--- config.mk ---
export PLATFORM = sky130hd
export DESIGN_NAME = i2cptr_slave
export DESIGN_NICKNAME = d
export VERILOG_FILES = /design/src/rtl/i2cptr_pkg.sv /design/src/rtl/i2cptr_sync.sv /design/src/rtl/i2cptr_engine.sv /design/src/rtl/i2cptr_regfile.sv /design/src/rtl/i2cptr_slave.sv
export SDC_FILE = /design/constraint.sdc
export NUM_CORES = 1
export LEC_CHECK = 0
export BUFFER_PORTS_ARGS = -buffer_cell sky130_fd_sc_hd__buf_4
export CAP_MARGIN = 20
export CORE_AREA = 2 2 136 138
export CTS_BUF_LIST = sky130_fd_sc_hd__clkbuf_4 sky130_fd_sc_hd__clkbuf_8
export DETAILED_ROUTE_END_ITERATION = 12
export DIE_AREA = 0 0 138 140
export PLACE_DENSITY = 0.7
export SLEW_MARGIN = 20
export SYNTH_ARGS = -nofsm -noshare
export SYNTH_HDL_FRONTEND = slang
export SYNTH_SLANG_ARGS = --single-unit
export TNS_END_PERCENT = 1
--- constraint.sdc ---
create_clock -name clk -period 1.8 [get_ports clk]
set_clock_uncertainty 0.2 [all_clocks]
set_input_delay 0.18 -clock clk [delete_from_list [all_inputs] [get_ports clk]]
set_output_delay 0.18 -clock clk [all_outputs]
set_load 0.01 [all_outputs]
--- src/rtl/i2cptr_pkg.sv ---
package i2cptr_pkg;

    localparam int REG_W  = 16;
    localparam int PTR_W  = 2;
    localparam int BYTE_W = 8;

    localparam logic [REG_W-1:0] RST_CONV = 16'h0000;
    localparam logic [REG_W-1:0] RST_CFG  = 16'h8583;
    localparam logic [REG_W-1:0] RST_LO   = 16'h8000;
    localparam logic [REG_W-1:0] RST_HI   = 16'h7FFF;

    typedef enum logic [2:0] {
        ST_IDLE,
        ST_RX,
        ST_RXEND,
        ST_ACK,
        ST_TX,
        ST_MACK,
        ST_MACKEND
    } bus_state_e;

    typedef enum logic [1:0] {
        PH_ADDR,
        PH_PTR,
        PH_DATA
    } rx_phase_e;

endpackage

--- src/rtl/i2cptr_sync.sv ---
module i2cptr_sync #(
    parameter int STAGES = 2
) (
    input  logic clk,
    input  logic rst_n,
    input  logic scl_i,
    input  logic sda_i,
    output logic scl_lvl_o,
    output logic sda_lvl_o,
    output logic scl_rise_o,
    output logic scl_fall_o,
    output logic start_o,
    output logic stop_o
);

    typedef struct packed {
        logic [STAGES-1:0] scl_pipe;
        logic [STAGES-1:0] sda_pipe;
        logic              scl_prev;
        logic              sda_prev;
    } sync_t;

    sync_t q, d;

    always_comb begin
        d = q;
        d.scl_pipe[0] = scl_i;
        d.sda_pipe[0] = sda_i;
        for (int i = 1; i < STAGES; i++) begin
            d.scl_pipe[i] = q.scl_pipe[i-1];
            d.sda_pipe[i] = q.sda_pipe[i-1];
        end
        d.scl_prev = q.scl_pipe[STAGES-1];
        d.sda_prev = q.sda_pipe[STAGES-1];
    end

    always_ff @(posedge clk or negedge rst_n) begin
        if (!rst_n) q <= '1;
        else        q <= d;
    end

    assign scl_lvl_o  = q.scl_pipe[STAGES-1];
    assign sda_lvl_o  = q.sda_pipe[STAGES-1];
    assign scl_rise_o = scl_lvl_o & ~q.scl_prev;
    assign scl_fall_o = ~scl_lvl_o & q.scl_prev;
    assign start_o    = q.sda_prev & ~sda_lvl_o & scl_lvl_o & q.scl_prev;
    assign stop_o     = ~q.sda_prev & sda_lvl_o & scl_lvl_o & q.scl_prev;

endmodule

--- src/rtl/i2cptr_engine.sv ---
module i2cptr_engine
    import i2cptr_pkg::*;
#(
    parameter int          W      = REG_W,
    parameter int          PW     = PTR_W,
    parameter int          ASEL_W = 2,
    parameter logic [4:0]  ADDR_HI = 5'b10010
) (
    input  logic              clk,
    input  logic              rst_n,
    input  logic              scl_lvl_i,
    input  logic              sda_lvl_i,
    input  logic              scl_rise_i,
    input  logic              scl_fall_i,
    input  logic              start_i,
    input  logic              stop_i,
    input  logic [ASEL_W-1:0] addr_sel_i,
    input  logic [W-1:0]      rd_word_i,
    output logic              sda_oe_o,
    output logic              ptr_we_o,
    output logic [PW-1:0]     ptr_val_o,
    output logic              wr_we_o,
    output logic [W-1:0]      wr_word_o
);

    localparam int NBYTES = W / BYTE_W;
    localparam int BCW    = (NBYTES > 1) ? $clog2(NBYTES) : 1;
    localparam logic [BCW-1:0] LAST_BYTE = BCW'(NBYTES - 1);

    typedef struct packed {
        bus_state_e      st;
        rx_phase_e       ph;
        logic [2:0]      bitcnt;
        logic [BYTE_W-1:0] sh;
        logic            rw;
        logic [BCW-1:0]  bidx;
        logic [W-1:0]    acc;
        logic [W-1:0]    tx;
        logic            oe;
        logic            ptr_we;
        logic [PW-1:0]   ptr;
        logic            wr_we;
        logic [W-1:0]    wr;
    } eng_t;

    eng_t q, d;

    always_comb begin
        d        = q;
        d.ptr_we = 1'b0;
        d.wr_we  = 1'b0;
        if (start_i) begin
            d.st     = ST_RX;
            d.ph     = PH_ADDR;
            d.bitcnt = '0;
            d.bidx   = '0;
            d.oe     = 1'b0;
        end else if (stop_i) begin
            d.st = ST_IDLE;
            d.oe = 1'b0;
        end else begin
            case (q.st)
                ST_RX: if (scl_rise_i) begin
                    d.sh = {q.sh[BYTE_W-2:0], sda_lvl_i};
                    if (q.bitcnt == 3'd7) d.st = ST_RXEND;
                    else                  d.bitcnt = q.bitcnt + 3'd1;
                end
                ST_RXEND: if (scl_fall_i) begin
                    d.bitcnt = '0;
                    case (q.ph)
                        PH_ADDR: begin
                            if (q.sh[BYTE_W-1:1] == {ADDR_HI, addr_sel_i}) begin
                                d.rw = q.sh[0];
                                d.oe = 1'b1;
                                d.st = ST_ACK;
                            end else begin
                                d.st = ST_IDLE;
                            end
                        end
                        PH_PTR: begin
                            d.ptr = q.sh[PW-1:0];
                            d.oe  = 1'b1;
                            d.st  = ST_ACK;
                        end
                        default: begin
                            d.acc = {q.acc[W-BYTE_W-1:0], q.sh};
                            d.oe  = 1'b1;
                            d.st  = ST_ACK;
                        end
                    endcase
                end
                ST_ACK: if (scl_fall_i) begin
                    d.oe = 1'b0;
                    d.st = ST_RX;
                    case (q.ph)
                        PH_ADDR: begin
                            if (q.rw) begin
                                d.tx   = rd_word_i;
                                d.oe   = ~rd_word_i[W-1];
                                d.bidx = '0;
                                d.st   = ST_TX;
                            end else begin
                                d.ph = PH_PTR;
                            end
                        end
                        PH_PTR: begin
                            d.ptr_we = 1'b1;
                            d.ph     = PH_DATA;
                            d.bidx   = '0;
                        end
                        default: begin
                            if (q.bidx == LAST_BYTE) begin
                                d.wr_we = 1'b1;
                                d.wr    = q.acc;
                                d.bidx  = '0;
                            end else begin
                                d.bidx = q.bidx + 1'b1;
                            end
                        end
                    endcase
                end
                ST_TX: if (scl_fall_i) begin
                    d.tx = q.tx << 1;
                    if (q.bitcnt == 3'd7) begin
                        d.oe     = 1'b0;
                        d.bitcnt = '0;
                        d.st     = ST_MACK;
                    end else begin
                        d.bitcnt = q.bitcnt + 3'd1;
                        d.oe     = ~q.tx[W-2];
                    end
                end
                ST_MACK: if (scl_rise_i) begin
                    d.st = sda_lvl_i ? ST_IDLE : ST_MACKEND;
                end
                ST_MACKEND: if (scl_fall_i) begin
                    d.st = ST_TX;
                    if (q.bidx == LAST_BYTE) begin
                        d.bidx = '0;
                        d.tx   = rd_word_i;
                        d.oe   = ~rd_word_i[W-1];
                    end else begin
                        d.bidx = q.bidx + 1'b1;
                        d.oe   = ~q.tx[W-1];
                    end
                end
                default: ;
            endcase
        end
    end

    always_ff @(posedge clk or negedge rst_n) begin
        if (!rst_n) begin
            q    <= '0;
            q.st <= ST_IDLE;
            q.ph <= PH_ADDR;
        end else begin
            q <= d;
        end
    end

    assign sda_oe_o  = q.oe;
    assign ptr_we_o  = q.ptr_we;
    assign ptr_val_o = q.ptr;
    assign wr_we_o   = q.wr_we;
    assign wr_word_o = q.wr;

    AST_IDLE_RELEASED: assert property (@(posedge clk) disable iff (!rst_n)
        (q.st == ST_IDLE) |-> !sda_oe_o);
    AST_STOP_RELEASES: assert property (@(posedge clk) disable iff (!rst_n)
        stop_i |=> !sda_oe_o);
    AST_DRIVE_SCL_LOW: assert property (@(posedge clk) disable iff (!rst_n)
        $rose(sda_oe_o) |-> !scl_lvl_i);

endmodule

--- src/rtl/i2cptr_regfile.sv ---
module i2cptr_regfile
    import i2cptr_pkg::*;
#(
    parameter int W  = REG_W,
    parameter int PW = PTR_W
) (
    input  logic          clk,
    input  logic          rst_n,
    input  logic          ptr_we_i,
    input  logic [PW-1:0] ptr_val_i,
    input  logic          wr_we_i,
    input  logic [W-1:0]  wr_word_i,
    input  logic          conv_load_i,
    input  logic [W-1:0]  conv_data_i,
    output logic [W-1:0]  rd_word_o,
    output logic [W-1:0]  conv_o,
    output logic [W-1:0]  cfg_o,
    output logic [W-1:0]  lo_o,
    output logic [W-1:0]  hi_o
);

    localparam int NREGS = 2 ** PW;
    localparam logic [PW-1:0] IDX_CONV = PW'(0);
    localparam logic [PW-1:0] IDX_CFG  = PW'(1);
    localparam logic [PW-1:0] IDX_LO   = PW'(2);
    localparam logic [PW-1:0] IDX_HI   = PW'(3);

    typedef struct packed {
        logic [PW-1:0]             ptr;
        logic [NREGS-1:0][W-1:0]   regs;
    } rf_t;

    rf_t q, d;

    always_comb begin
        d = q;
        if (ptr_we_i) d.ptr = ptr_val_i;
        if (wr_we_i && (q.ptr != IDX_CONV)) d.regs[q.ptr] = wr_word_i;
        if (conv_load_i) d.regs[IDX_CONV] = conv_data_i;
    end

    always_ff @(posedge clk or negedge rst_n) begin
        if (!rst_n) begin
            q.ptr           <= '0;
            q.regs          <= '0;
            q.regs[IDX_CONV] <= RST_CONV;
            q.regs[IDX_CFG]  <= RST_CFG;
            q.regs[IDX_LO]   <= RST_LO;
            q.regs[IDX_HI]   <= RST_HI;
        end else begin
            q <= d;
        end
    end

    assign rd_word_o = q.regs[q.ptr];
    assign conv_o    = q.regs[IDX_CONV];
    assign cfg_o     = q.regs[IDX_CFG];
    assign lo_o      = q.regs[IDX_LO];
    assign hi_o      = q.regs[IDX_HI];

    AST_CONV_READONLY: assert property (@(posedge clk) disable iff (!rst_n)
        (wr_we_i && !conv_load_i) |=> $stable(conv_o));
    AST_PTR_PERSIST: assert property (@(posedge clk) disable iff (!rst_n)
        !ptr_we_i |=> $stable(q.ptr));
    AST_WE_ONEHOT: assert property (@(posedge clk) disable iff (!rst_n)
        $onehot0({ptr_we_i, wr_we_i}));
    AST_CFG_ONLY_ON_WRITE: assert property (@(posedge clk) disable iff (!rst_n)
        !wr_we_i |=> $stable(cfg_o));

endmodule

--- src/rtl/i2cptr_slave.sv ---
module i2cptr_slave
    import i2cptr_pkg::*;
#(
    parameter int         SYNC_STAGES = 2,
    parameter logic [4:0] ADDR_HI     = 5'b10010
) (
    input  logic             clk,
    input  logic             rst_n,
    input  logic             scl_i,
    input  logic             sda_i,
    output logic             sda_oe,
    input  logic [1:0]       addr_sel,
    input  logic             conv_load,
    input  logic [REG_W-1:0] conv_data,
    output logic [REG_W-1:0] conv_o,
    output logic [REG_W-1:0] cfg_o,
    output logic [REG_W-1:0] lo_thr_o,
    output logic [REG_W-1:0] hi_thr_o
);

    logic             scl_lvl, sda_lvl, scl_rise, scl_fall, start_det, stop_det;
    logic             ptr_we, wr_we;
    logic [PTR_W-1:0] ptr_val;
    logic [REG_W-1:0] wr_word, rd_word;

    i2cptr_sync #(.STAGES(SYNC_STAGES)) u_sync (
        .clk        (clk),
        .rst_n      (rst_n),
        .scl_i      (scl_i),
        .sda_i      (sda_i),
        .scl_lvl_o  (scl_lvl),
        .sda_lvl_o  (sda_lvl),
        .scl_rise_o (scl_rise),
        .scl_fall_o (scl_fall),
        .start_o    (start_det),
        .stop_o     (stop_det)
    );

    i2cptr_engine #(.W(REG_W), .PW(PTR_W), .ASEL_W(2), .ADDR_HI(ADDR_HI)) u_engine (
        .clk        (clk),
        .rst_n      (rst_n),
        .scl_lvl_i  (scl_lvl),
        .sda_lvl_i  (sda_lvl),
        .scl_rise_i (scl_rise),
        .scl_fall_i (scl_fall),
        .start_i    (start_det),
        .stop_i     (stop_det),
        .addr_sel_i (addr_sel),
        .rd_word_i  (rd_word),
        .sda_oe_o   (sda_oe),
        .ptr_we_o   (ptr_we),
        .ptr_val_o  (ptr_val),
        .wr_we_o    (wr_we),
        .wr_word_o  (wr_word)
    );

    i2cptr_regfile #(.W(REG_W), .PW(PTR_W)) u_regs (
        .clk         (clk),
        .rst_n       (rst_n),
        .ptr_we_i    (ptr_we),
        .ptr_val_i   (ptr_val),
        .wr_we_i     (wr_we),
        .wr_word_i   (wr_word),
        .conv_load_i (conv_load),
        .conv_data_i (conv_data),
        .rd_word_o   (rd_word),
        .conv_o      (conv_o),
        .cfg_o       (cfg_o),
        .lo_o        (lo_thr_o),
        .hi_o        (hi_thr_o)
    );

endmodule

Yosys cells after proc, flatten, opt, wreduce, memory -nomap -nowiden

Index checks and enable logic that the tools add are counted.

$add $sub $neg: 2
Multiply operators: 0
Div/mod/pow operators: 0
Order comparisons: 2
Equality and inequality tests: 33
Shift operators: 0
Multiplexer cells: 74
Bitwise gates (word level): 18
Reductions and logical operators: 25

Operators with widths:

| kind                 | count |
|---|---|
| $mux W17             | 8 |
| $mux W16             | 8 |
| $bwmux W64           | 1 |
| $mux W3              | 16 |
| $pmux W16 S3         | 1 |
| $mux W47             | 1 |
| $mux W20             | 2 |
| $bmux W16 S2         | 1 |
| $demux W16 S2        | 1 |
| $ne A4 B4 Y1 const B | 6 |
| $reduce_and A6 Y1    | 4 |
| $ne A3 B3 Y1 const B | 7 |
| $reduce_and A5 Y1    | 4 |
| $mux W1              | 18 |
| $mux W18             | 1 |
| $pmux W3 S6          | 1 |
| $reduce_and A9 Y1    | 2 |
| $mux W8              | 2 |
| $eq A3 B3 Y1 const B | 4 |
| $mux W2              | 6 |
| $ne A4 B3 Y1 const B | 3 |
| $mux W11             | 1 |
| $ne A2 B2 Y1 const B | 5 |
| $not A1 Y1           | 10 |
| 25 further kinds     | 41 |

Register bits: 143
Bits in latches: 0
Memory bits (writable): 0
Memory bits (read-only): 0
Input port bits: 23
Output and inout port bits: 65
Logic and storage cells: 176
Memories kept: 0

Longest topological paths before layout

Word-level depth: 9
Mapped depth: 7
Mapped depth without buffers: 6

By module

A second synthesis with hierarchy kept.

Cells, all modules: 513
Area, all modules: 7315.8 um^2

Modules (own cells, without submodules):

| module         | instances | cells an instance | area an instance (um^2) | sequential area each (um^2) |
|---|---|---|---|---|
| i2cptr_engine  | 1         | 279               | 3613.5                  | 1776.7 |
| i2cptr_regfile | 1         | 224               | 3512.1                  | 1679.1 |
| i2cptr_sync    | 1         | 10                | 190.2                   | 157.7 |

Least setup slack after synthesis

Ideal clock, no wire load.

Path type: reg-to-reg
Start: register u_sync.q (netlist bit u_sync.scl_lvl_o)
End: register u_engine.q[63] in the netlist's numbering
Setup time: 0.125 ns
Data arrival time: 1.670 ns
Data required time: 1.475 ns
Path slack: -0.195 ns
Cell stages (with the launch flop): 6
Buffers on the path: 1
Clock period less this slack: 1.995 ns
Cells stage by stage: dfstp_2 -> buf_4 -> nor4bb_1 -> a2bb2oi_1 -> o2bb2ai_2 -> mux2_2

Word-level cells in the longest chain between the ends: 4
Elaborated cells between the ends (all ways): 15
Those cells by class: 5 x eq/ne; 1 x mux; 7 x bitwise; 2 x reduce/logical

Ends and longest elaborated chain:

| item                                                 | RTL line                                                | source |
|---|---|---|
| start, declared                                      | i2cptr_sync.sv:23                                       | `sync_t q, d;` |
| start signal, assigned                               | i2cptr_sync.sv:38                                       | `if (!rst_n) q <= '1;` |
| start signal, assigned                               | i2cptr_sync.sv:39                                       | `else q <= d;` |
| $and A1 B1 Y1, or another cell as far along          | i2cptr_sync.sv:46                                       | `assign start_o = q.sda_prev & ~sda_lvl_o & scl_lvl_o & q.scl_prev;` |
| $and A1 B1 Y1 (on tied branches)                     | i2cptr_sync.sv:46, i2cptr_sync.sv:45, i2cptr_sync.sv:47 |  |
| $ne A3 B3 Y1 (no line), or another cell as far along | -                                                       |  |
| $reduce_and A6 Y1 (no line)                          | -                                                       |  |
| end, declared                                        | i2cptr_engine.sv:46                                     | `eng_t q, d;` |

Several ways; a longest one is shown, not always the timed one.
A chain may end at the register's enable or synchronous reset.

Worst setup path after layout

Start: register u_engine.q[68] in the netlist's numbering
End: register u_engine.q[35] in the netlist's numbering

Word-level cells in the longest chain between the ends: 3
Elaborated cells between the ends (all ways): 12
Those cells by class: 9 x eq/ne; 1 x mux; 2 x reduce/logical

Ends and longest elaborated chain:

| item                                                 | RTL line            | source |
|---|---|---|
| $eq A3 B3 Y1 / $eq A3 B2 Y1 (equally long branches)  | i2cptr_engine.sv:62 | `case (q.st)` |
| $ne A2 B1 Y1 (no line), or another cell as far along | -                   |  |
| $reduce_and A9 Y1 (no line)                          | -                   |  |

Several ways; a longest one is shown, not always the timed one.

==> results by stage <==
Detailed routing:
- In the routed design, unresolved DRC markers number 0.
- In the final routed layout, each cell accounts on average for 18.7 um.
- The antenna violation net count after detailed routing is 0.
- Using the TritonRoute via totals, the vias-per-cell ratio works out to 5.14.
- The sum of routed wire length over all layers is 15,600 um.
- Before antenna repair, the detailed router went through 5 iterations.
- For this block, the initial DRC count from the detailed router was 240.
- Detailed routing inserted a total of 4,295 vias.

Placement:
- The placed instances occupy a cell area of 7740 um^2.
- The placement-stage worst setup slack is -0.191 ns.
- In this run the tool buffered the top-level ports with 87 buffer cells.
- After legalization and detailed placement, the total HPWL measured 10,500 um.
- The last weighted congestion value of the routability-driven placer is 0.786.

CTS:
- TritonCTS built the clock tree.
- The clock-pin slew on the worst setup and hold paths is 0.08 ns.
- The count of clock tree sinks is 143.
- The tree is rooted in a sky130_fd_sc_hd__clkbuf_8.
- The clock tree buffer depth is 2.
- In this run, CTS created clock tree buffers numbering 17.
- The number of levels the H-tree was split into is 4.
- The clock latency at the later pin of the worst-skew pair is 0.45 ns.

Power and ir drop:
- The post-route total power is 7.33 mW.
- Summed over all cells, the static leakage comes to 4.06 nW.
- The worst-case IR drop observed on VDD is 0.000476 V.
- The power density over the cells is 850 nW/um^2.

Critical path:
- The critical path contains buffers and inverters numbering 0 combined.
- At the worst endpoint, the required time is 1.94 ns.
- The sort of element at the end of the critical path is a flop.
- The standard cell with the maximum stage delay on the critical path is sky130_fd_sc_hd__dfrtp_2.
- The delay of the slowest cell on the worst path is 0.50 ns.
- The highest net fanout along the worst path is 12.
- STA classifies the critical path startpoint as a flop.
- The critical path class is flop to flop.
- Walking the worst path, the cells encountered are nand2b_2 > a41o_4 > a22o_1 > mux2_2.
- The endpoint arrival time on the critical path is 2.09 ns.
- The kind of cell with the highest combined delay on the critical path is compound AO/OA/AOI/OAI gates.

Floorplan:
- The core region area is 17,800 um^2.
- The die is 140 um tall.
- The floorplan step set the die width to 138 um.
- The full die area is 19,300 um^2.
- The site row count is 49.
- The starting density of the core is 0.393.
- The number of top-level design ports is 88.

Global routing:
- For met2 alone, demand over resource in global routing was 0.295.
- The first global-routing pass estimated 25,700 um of wire.
- The global-route met1 utilization is 0.202.
- The remaining global-route overflow is 0.
- The global-route usage over all layers is 0.168.
- The layer carrying the most global-route usage is met2.
- For this run, global-route usage on met3 was measured as 0.0427.
- The number of global-route vias before repair was 4,787.
- The largest net degree at the start of global routing is 44.
- The initial antenna violation count is 0.

Logic synthesis:
- The most used flip-flop cell after synthesis is sky130_fd_sc_hd__dfrtp_1.
- The mean area per synthesized cell is 14.3 um^2.
- The post-synthesis share of cell area spent on xor and xnor gates is 0.00376.
- The compound-cell area share of the yosys netlist came to 0.0541.
- The mux contribution to synthesized area is 0.271.
- The main combinational cell family by area after synthesis is multiplexers.
- Counting flops with a built-in enable in the synthesized netlist gives 0.
- Of the total synthesized cell area, the portion taken by full adders, half adders and majority gates is 0.00358.
- In this run, synthesis produced a sequential element count of 143.
- Synthesis produced a netlist whose cell count is 489.
- The count of different cell masters after synthesis is 60.
- The fraction of registers with async set/reset is 1.00.
- Of the synthesized area, sequential elements account for 0.517.
- The synthesized net count is 514.
- During synthesis, Yosys emitted a total of 0 warnings.
- The simple-gate portion of the synthesized area is 0.0539.
- After synthesis the cells add up to 6980 um^2.

Layout:
- Measured on the finished design, the core utilization comes to 0.485.
- The fraction of layout instances using a drive strength above 1 is 0.599.
- After the last flow step, the layout net total stands at 618.
- Once layout is done, the placed cells without fillers occupy 8620 um^2.
- The area growth from synthesis to layout is 23.5%.
- The antenna diode instance count is 0.

Worst hold path:
- The type of the tightest min-delay check is input pin to async pin.

Timing:
- Across all hold checks on the routed design, the worst slack comes to 0.125 ns.
- Setup repair after global routing could not meet its margin everywhere.
- Setup violations remaining at the end of the flow were counted as 57.
- The maximum operating frequency is 512 MHz.
- The transition at the pin with the smallest max-transition slack is 0.936 ns.
- The number of pins with negative max-slew slack in the final report is 0.
- In the finished design, the share of the clock period the worst path needs comes to 1.09.
- The total count of hold-check failures in the final report is 0.
- The worst relative slew slack is 0.376.
- The final worst setup slack is -0.153 ns.
- The minimum clock period is 1.95 ns.

Run:
- The tool flagged a number of max-cap violations equal to 0.

Status:
- The final reports fail on setup timing.
- The run finished, with violations left.
==> placed cells by master (no fill, tap or decap), drive strengths merged, types with 9 or more instances in the layout <==
| cell | n |
|---|---|
| nand2 | 9 |
| a22o | 16 |
| dfrtp | 115 |
| buf | 134 |
| clkbuf | 20 |
| mux4 | 16 |
| dlygate4sd3 | 36 |
| o21ai | 9 |
| dfstp | 28 |
| inv | 10 |
| mux2 | 126 |
==> registers in the layout, indices dropped and copies added (netlist names), 16 cells and up <==
| name | count |
|---|---|
| u_engine.q | 50 |
| u_engine.wr_word_o | 16 |
| u_regs.cfg_o | 16 |
| u_regs.conv_o | 16 |
| u_regs.hi_o | 16 |
| u_regs.lo_o | 16 |
==> metal layers <==
metal / part of all wire / up-vias / wire length (um)
met5: 0 / - / 0
met4: 0.019 / 0 / 293
met3: 0.042 / 22 / 659
met2: 0.53 / 98 / 8270
met1: 0.41 / 2250 / 6400
li1: - / 1925 / -
==> final timing paths <==
check / cells after the start / slack [ns] / startpoint / endpoint
setup / recovery: 4 / -0.15 / u_engine.q[68] / u_engine.q[35]
hold / removal: 2 / 0.12 / rst_n / u_regs.hi_o[2]
setup reg to reg: 4 / -0.15 / u_engine.q[68] / u_engine.q[35]
hold reg to reg: 0 / 0.16 / u_sync.d[5] / u_sync.scl_lvl_o
max in group asynchronous: 3 / 0.21 / rst_n / u_regs.cfg_o[13]
min in group clk: 0 / 0.16 / u_sync.d[5] / u_sync.scl_lvl_o
==> power by group <==
group / internal, mW / leakage (nW) / total, mW / switching [mW]
registers: 3.38 / 1.85 / 3.56 / 0.182
clock network: 1.33 / 0.208 / 2.59 / 1.26
logic: 0.661 / 2.00 / 1.18 / 0.520
==> cell type report <==
type	count	area, um^2
Timing Repair Buffer	171	1500
Multi-Input combinational cell	254	2790
Clock inverter	12	131
Sequential cell	143	3620
Inverter	6	22.5
Clock buffer	20	269
Fill cell	1511	9160
Tap cell	229	287
==> timing repair <==
item / 4_1_cts / 5_1_grt
setup endpoints to repair: 64 / 86
cloned: 1 / 0
endpoints found under the hold margin: 144 / 0
resized for setup: 19 / 5
pin swaps: 9 / 0
buffers inserted: 1 / 0
hold buffers: 37 / 0
==> stage by stage <==
stage	instances	setup TNS, ns
floorplan	489	-3.08
global placement	764	-5.89
finish	835	-4.78
CTS	835	-7.17
global route	835	-8.62
detailed placement	764	-7.87
==> Yosys cell counts, drive strengths merged (3+ instances only) <==
cell / instances / area [um^2]
mux2: 126 / 1490
dfrtp: 115 / 2880
buf: 85 / 643
dfstp: 28 / 736
a22o: 16 / 140
mux4: 16 / 360
nand2: 9 / 41.3
o21ai: 9 / 56.3
a21oi: 7 / 35.0
inv: 6 / 22.5
nand2b: 5 / 33.8
nand3: 5 / 25.0
nand3b: 5 / 37.5
nor2: 5 / 33.8
mux2i: 4 / 40.0
a31oi: 3 / 18.8
nor2b: 3 / 21.3
==> kinds of logic after synthesis <==
kind of cell / Yosys count
xor gates and xnor gates: 3
DFF: 143
buffers and inverters: 93
muxes: 146
adders and majority gates: 2
and+or+nand+nor: 54
AOI/OAI and AO/OA: 48
(Power assumes the default switching activity.)
